File: src/rtl/sdram_burst_colgen.sv
module sdram_burst_colgen #(
  parameter int COL_W  = 9,
  parameter int BANK_W = 2
) (
  input  logic              clk,
  input  logic              rst_n,
  input  logic              mode_load,
  input  logic [2:0]        mode_bl,
  input  logic              mode_wrap,
  input  logic [2:0]        mode_cl,
  input  logic              cmd_valid,
  input  logic              cmd_write,
  input  logic [COL_W-1:0]  cmd_col,
  input  logic [BANK_W-1:0] cmd_bank,
  output logic [COL_W-1:0]  col_addr,
  output logic [BANK_W-1:0] bank,
  output logic              beat_valid,
  output logic              last_beat,
  output logic              rd_valid
);
  localparam int IDX_W = 3;
  localparam int SR_W  = 3;

  logic [1:0]        m_len;
  logic              m_wrap;
  logic              m_cl3;

  logic [COL_W-1:0]  b_start;
  logic [BANK_W-1:0] b_bank;
  logic [1:0]        b_len;
  logic              b_wrap;
  logic              b_write;
  logic              b_active;
  logic [IDX_W-1:0]  b_idx;
  logic [SR_W-1:0]   rd_sr;

  logic [COL_W-1:0]  mask;
  logic [IDX_W-1:0]  last_idx;
  logic [COL_W-1:0]  idx_ext;
  logic [COL_W-1:0]  seq_col;
  logic [COL_W-1:0]  ilv_col;

  assign last_idx = IDX_W'((1 << b_len) - 1);
  assign mask     = COL_W'(last_idx);
  assign idx_ext  = COL_W'(b_idx);
  assign seq_col  = (b_start & ~mask) | ((b_start + idx_ext) & mask);
  assign ilv_col  = b_start ^ idx_ext;

  assign col_addr   = b_wrap ? ilv_col : seq_col;
  assign bank       = b_bank;
  assign beat_valid = b_active;
  assign last_beat  = b_active && (b_idx == last_idx);
  assign rd_valid   = m_cl3 ? rd_sr[2] : rd_sr[1];

  always_ff @(posedge clk) begin
    if (!rst_n) begin
      m_len  <= 2'd0;
      m_wrap <= 1'b0;
      m_cl3  <= 1'b0;
    end else if (mode_load) begin
      if (!mode_bl[2]) m_len <= mode_bl[1:0];
      m_wrap <= mode_wrap;
      if (mode_cl == 3'b010)      m_cl3 <= 1'b0;
      else if (mode_cl == 3'b011) m_cl3 <= 1'b1;
    end
  end

  always_ff @(posedge clk) begin
    if (!rst_n) begin
      b_start  <= '0;
      b_bank   <= '0;
      b_len    <= 2'd0;
      b_wrap   <= 1'b0;
      b_write  <= 1'b0;
      b_active <= 1'b0;
      b_idx    <= '0;
    end else if (cmd_valid) begin
      b_start  <= cmd_col;
      b_bank   <= cmd_bank;
      b_len    <= m_len;
      b_wrap   <= m_wrap;
      b_write  <= cmd_write;
      b_active <= 1'b1;
      b_idx    <= '0;
    end else if (b_active) begin
      if (last_beat) b_active <= 1'b0;
      else           b_idx    <= b_idx + 1'b1;
    end
  end

  always_ff @(posedge clk) begin
    if (!rst_n) rd_sr <= '0;
    else        rd_sr <= {rd_sr[SR_W-2:0], b_active & ~b_write};
  end

  assert_last_in_burst_R2: assert property (@(posedge clk) disable iff (!rst_n)
    last_beat |-> beat_valid);

  assert_burst_ends_R2: assert property (@(posedge clk) disable iff (!rst_n)
    (last_beat && !cmd_valid) |=> !beat_valid);

  assert_bank_held_R5: assert property (@(posedge clk) disable iff (!rst_n)
    (beat_valid && !last_beat && !cmd_valid) |=> (beat_valid && $stable(bank)));

  assert_upper_held_R5: assert property (@(posedge clk) disable iff (!rst_n)
    (beat_valid && !last_beat && !cmd_valid) |=>
      ((col_addr & ~mask) == ($past(col_addr) & ~mask)));

  assert_cmd_starts_R6: assert property (@(posedge clk) disable iff (!rst_n)
    cmd_valid |=> (beat_valid && bank == $past(cmd_bank)));
endmodule

File: config.mk
export PLATFORM = sky130hd
export DESIGN_NAME = sdram_burst_colgen
export DESIGN_NICKNAME = d
export VERILOG_FILES = /design/src/rtl/sdram_burst_colgen.sv
export SDC_FILE = /design/constraint.sdc
export NUM_CORES = 1
export LEC_CHECK = 0
export BUFFER_PORTS_ARGS = -buffer_cell sky130_fd_sc_hd__buf_2
export CAP_MARGIN = 30
export CORE_MARGIN = 4
export CORE_UTILIZATION = 44
export DETAILED_ROUTE_END_ITERATION = 16
export HOLD_SLACK_MARGIN = 0.03
export PLACE_DENSITY = 0.7
export SYNTH_ARGS = -nofsm -noshare
export SYNTH_HDL_FRONTEND = slang
export SYNTH_SLANG_ARGS = --single-unit
File: constraint.sdc
create_clock -name clk -period 4.4 [get_ports clk]
set_clock_uncertainty 0.05 [all_clocks]
set_input_delay 0.66 -clock clk [delete_from_list [all_inputs] [get_ports clk]]
set_output_delay 0.66 -clock clk [all_outputs]
set_load 0.01 [all_outputs]
After elaboration in Yosys (flattened, before gate mapping)

Cells that the tools add are included.

Register bits after elaboration: 26

Shifts and indexed selects: 1
Reduce and logical (&&, ||, !) cells: 6
Equality and inequality tests: 3
Bitwise operators: 10
$add $sub $neg: 3
Multiplexer cells: 7

Operator list:

| kind                  | number |
|---|---|
| $add A9 B3 Y9         | 1 |
| $and A9 B3 Y9         | 1 |
| $and A9 B9 Y9         | 1 |
| $mux W9               | 1 |
| $not A3 Y9            | 1 |
| $or A9 B9 Y9          | 1 |
| $xor A9 B3 Y9         | 1 |
| $eq A3 B2 Y1 const B  | 2 |
| $mux W1               | 6 |
| $reduce_and A2 Y1     | 3 |
| $not A1 Y1            | 4 |
| $add A3 B1 Y3 const B | 1 |
| $eq A3 B3 Y1          | 1 |
| $shl A1 B2 Y3 const A | 1 |
| $sub A3 B2 Y3 const B | 1 |
| $reduce_bool A2 Y1    | 1 |
| $reduce_or A2 Y1      | 1 |
| $and A1 B1 Y1         | 1 |
| $logic_and A1 B1 Y1   | 1 |

Logic depth before layout (Yosys ltp)

Depth after elaboration: 7
Mapped depth: 5

Worst setup path before layout

OpenSTA, ideal clock, no wires.

Path type: register to output
From: register b_idx[0]
To: output col_addr[2]
Data required time: 3.690 ns
Setup slack: 2.125 ns
Path buffers: 0
Arrival: 1.565 ns
Cell stages (with the launch flop): 6
Path through: dfxtp_1 ha_1 fa_1 mux2_2 a32oi_1 xnor2_1

Word-level cells in the longest chain between the ends: 4

RTL lines:

| item                   | RTL line | source |
|---|---|---|
| start, declared        | 34       | `logic [IDX_W-1:0] b_idx;` |
| start signal, assigned | 87       | `else b_idx <= b_idx + 1'b1;` |
| $add A9 B3 Y9          | 46       | `assign seq_col = (b_start & ~mask) \| ((b_start + idx_ext) & mask);` |
| $and A9 B3 Y9          | 46       |  |
| $or A9 B9 Y9           | 46       |  |
| $mux W9                | 49       | `assign col_addr = b_wrap ? ilv_col : seq_col;` |
| end, declared          | 15       | `output logic [COL_W-1:0] col_addr,` |

Every way passes these cells.

Worst setup path in the final report

Same ends and word-level chain as after synthesis.

==> run_results.csv <==
group,metric,value,unit
clock_network,cts_resized,0,
worst_setup_path,crit_type,"reg -> out",
clock_network,post_cts_buffers,0,
routing,drcViolationCount,0,
sta,finalCritPeriodShare,0.639,
routing,vias,878,
logic_synthesis,yosysWarnings,0,
worst_hold_path,hp-class,"reg -> reg",
logic_synthesis,syn_area,1210,um^2
finish,layout_commonest_cell,"buf_2",
worst_setup_path,critPathCapture,"col_addr[2]",
worst_setup_path,worstSetupStartpointType,"flip-flop",
sta,fin_crit,2.81,ns
clock_network,cts_tree,"built",
placed_design,place_area,1350,um^2
placed_design,numPortBuffers,36,
global_route,grt_pass1_vias,851,
die,fp.dieW,60.5,um
worst_setup_path,reg2reg_slack,2.73,ns
global_route,grt_pass1_wl,3570,um
job,max-cap-violations,0,
clock_network,cts_max_level,1,
die,rows,18,
worst_setup_path,slowest_delay,0.41,ns
worst_setup_path,worstSetupPathDepth,6,
worst_setup_path,path_cells,"ha_1 -> fa_1 -> mux2_2 -> a32oi_1 -> xnor2_1 -> buf_2",
die,core_area,2540,um^2
sta,totalNegativeSetupSlack,0,ns
logic_synthesis,seq_area_frac_synth,0.428,
logic_synthesis,mappedNetlistNets,145,
sta,finalHoldViolCount,0,
sta,fmax,0.355,GHz
placed_design,place_congestion,0.796,
clock_network,cts_buffers,3,
finish,final_layout_size_suffix_gt1_frac,0.301,
worst_setup_path,cpLargestDelayFamily,"adder cells",
sta,setup_viol_count_final,0,
die,die_h,60.5,um
sta,whs,0.373,ns
finish,fin_util,0.545,
routing,antenna_left,0,
worst_setup_path,r2r_cells,4,
worst_setup_path,r2r_start,"b_idx[1]$_SDFFE_PP0P_",
power,leakage,0.649,nW
sta,grt_setup_unrepaired,"false",
worst_setup_path,cp_data_arrival_time,2.10,ns
worst_setup_path,worstPathBufferInverterCount,1,
clock_network,cts_sinks,26,
status,status,"completed",
worst_hold_path,hold_depth,1,
logic_synthesis,syn_area_per_cell,10.3,um^2
die,initial_core_util,0.477,
routing,wl,2110,um
worst_setup_path,startpoint,"b_idx[0]$_SDFFE_PP0P_",
sta,slew_headroom,0.634,
worst_setup_path,r2r_end,"beat_valid$_SDFF_PN0_",
routing,dr.pass1.iters,4,
die,io_pins,37,
clock_network,ctsHoldBuffers,0,
sta,worst_slew_pin_slew,0.542,ns
clock_network,worstSkewPairLatency,0.32,ns
clock_network,cts_root_buf,"clkbuf_4",
finish,final_area,1390,um^2
clock_network,clkSlewWorstSetupHoldPaths,0.13,ns
global_route,grtUsageTotal,0.129,
die,dieArea,3670,um^2
worst_setup_path,critPathMaxFanout,8,
power,ir_drop,0.237,mV
worst_setup_path,crit_required,3.69,ns
routing,post_drt_wl_per_cell,12.0,um
worst_setup_path,crit_slowest_cell,"dfxtp_1",
finish,syn2layout_area_growth,14.2,%
sta,final_max_slew_viol_count,0,
global_route,antenna_found_initial,0,
logic_synthesis,yosysUniqueCellTypes,30,
routing,routed_via_density,4.99,
finish,insertedDiodeCount,0,
clock_network,cts.path.max_buffers,2,
global_route,grt_max_degree,25,
global_route,grt_overflow,0,
worst_setup_path,endpoint_kind,"primary output",
placed_design,hpwl,1610,um
routing,drtIter0Drc,21,
finish,final_cell_mix,"buf_2 (36), dfxtp_1 (26), mux2i_1 (21), nor2b_1 (21), nand2_1 (7)",
worst_hold_path,holdCritStartpoint,"b_write$_SDFFE_PN0P_",
logic_synthesis,ys_ff_latch,26,
power,pwr_density_cell,304,nW/um^2
logic_synthesis,synthCells,118,
finish,final_nets,174,
-- layout make-up --
| type | instances | area [um^2] |
|---|---|---|
| flip-flops and latches | 26 | 520 |
| multi-input cells | 79 | 609 |
| clock buffers | 4 | 36.3 |
| fillers | 251 | 1160 |
| inverters | 1 | 3.75 |
| well taps | 30 | 37.5 |
| repair buffers | 36 | 180 |
-- flip-flops by register name, summed over array words and instances (netlist names), 2 cells and up --
signal,cells
rd_sr,3
m_len,2
b_len,2
b_idx,3
bank,2
b_start,9
-- worst min-delay path by stage --
stage / endpoint
2_1_floorplan: rd_sr[0]$_SDFF_PN0_
3_3_place_gp: rd_sr[0]$_SDFF_PN0_
3_5_place_dp: rd_sr[0]$_SDFF_PN0_
4_1_cts: rd_sr[0]$_SDFF_PN0_
5_1_grt: rd_sr[0]$_SDFF_PN0_
6_report: rd_sr[0]$_SDFF_PN0_
-- per-layer routing --
layer  part of all wire  GRT usage  routed length (um)  up-vias
met5                  0          0                   0        -
met4              0.020     0.0588                  42        0
met1               0.43      0.146                 914      398
met2               0.48      0.228                1020       26
met3              0.061     0.0340                 129        4
li1                   -          -                   -      450
-- cells by family (layout without fill, tap and decap cells) --
group	Yosys count	in the layout	synth area share
multiplexers	24	24	0.201
adder cells (fa/ha/maj)	4	4	0.0474
flip-flops	26	26	0.428
AND/OR/NAND/NOR	40	40	0.184
buffers and inverters	13	41	0.0700
XOR/XNOR	2	2	0.0144
AO/OA/AOI/OAI	9	9	0.0546
-- Yosys cell counts, drive strengths merged --
cell    count  area [um^2]
mux2i      21          210
o21a        2         15.0
mux2        3         33.8
a32oi       1         8.76
xnor2       1         8.76
nor2b      21          131
a21boi      1         7.51
nor3        1         5.00
nor4        1         6.26
o41ai       1         8.76
ha          3         37.5
o32ai       1         8.76
inv         1         3.75
and2        2         12.5
xor2        1         8.76
or3b        1         8.76
nor2        4         15.0
dfxtp      26          521
or4         1         7.51
nand3       1         5.00
o21ai       2         10.0
fa          1         20.0
or2         1         6.26
clkbuf      2         7.51
buf        10         73.8
nand2       7         26.3
o31ai       1         7.51
-- worst register-to-register path: cells and delay by family, from the launching register on --
| kind | cells | cell delay [ns] |
|---|---|---|
| AOI/OAI and AO/OA | 2 | 0.68 |
| DFF | 1 | 0.40 |
| and+or+nand+nor | 2 | 0.45 |
-- metrics by stage --
step                std cells  setup WS [ns]  power (W)
finish                    176           1.59   0.000422
floorplan                 118           2.13   0.000294
CTS                       176           1.57   0.000430
global route              176           1.47   0.000450
detailed placement        172           1.96   0.000311
global placement          172           2.01   0.000309
-- power by group --
part | leakage (nW) | internal (W) | switching (W)
clock | 0.0210 | 0.0000506 | 0.0000668
sequential | 0.213 | 0.000246 | 0.00000726
combinational | 0.415 | 0.0000285 | 0.0000232
total | 0.649 | 0.000325 | 0.0000972
(Power assumes the default switching activity.)
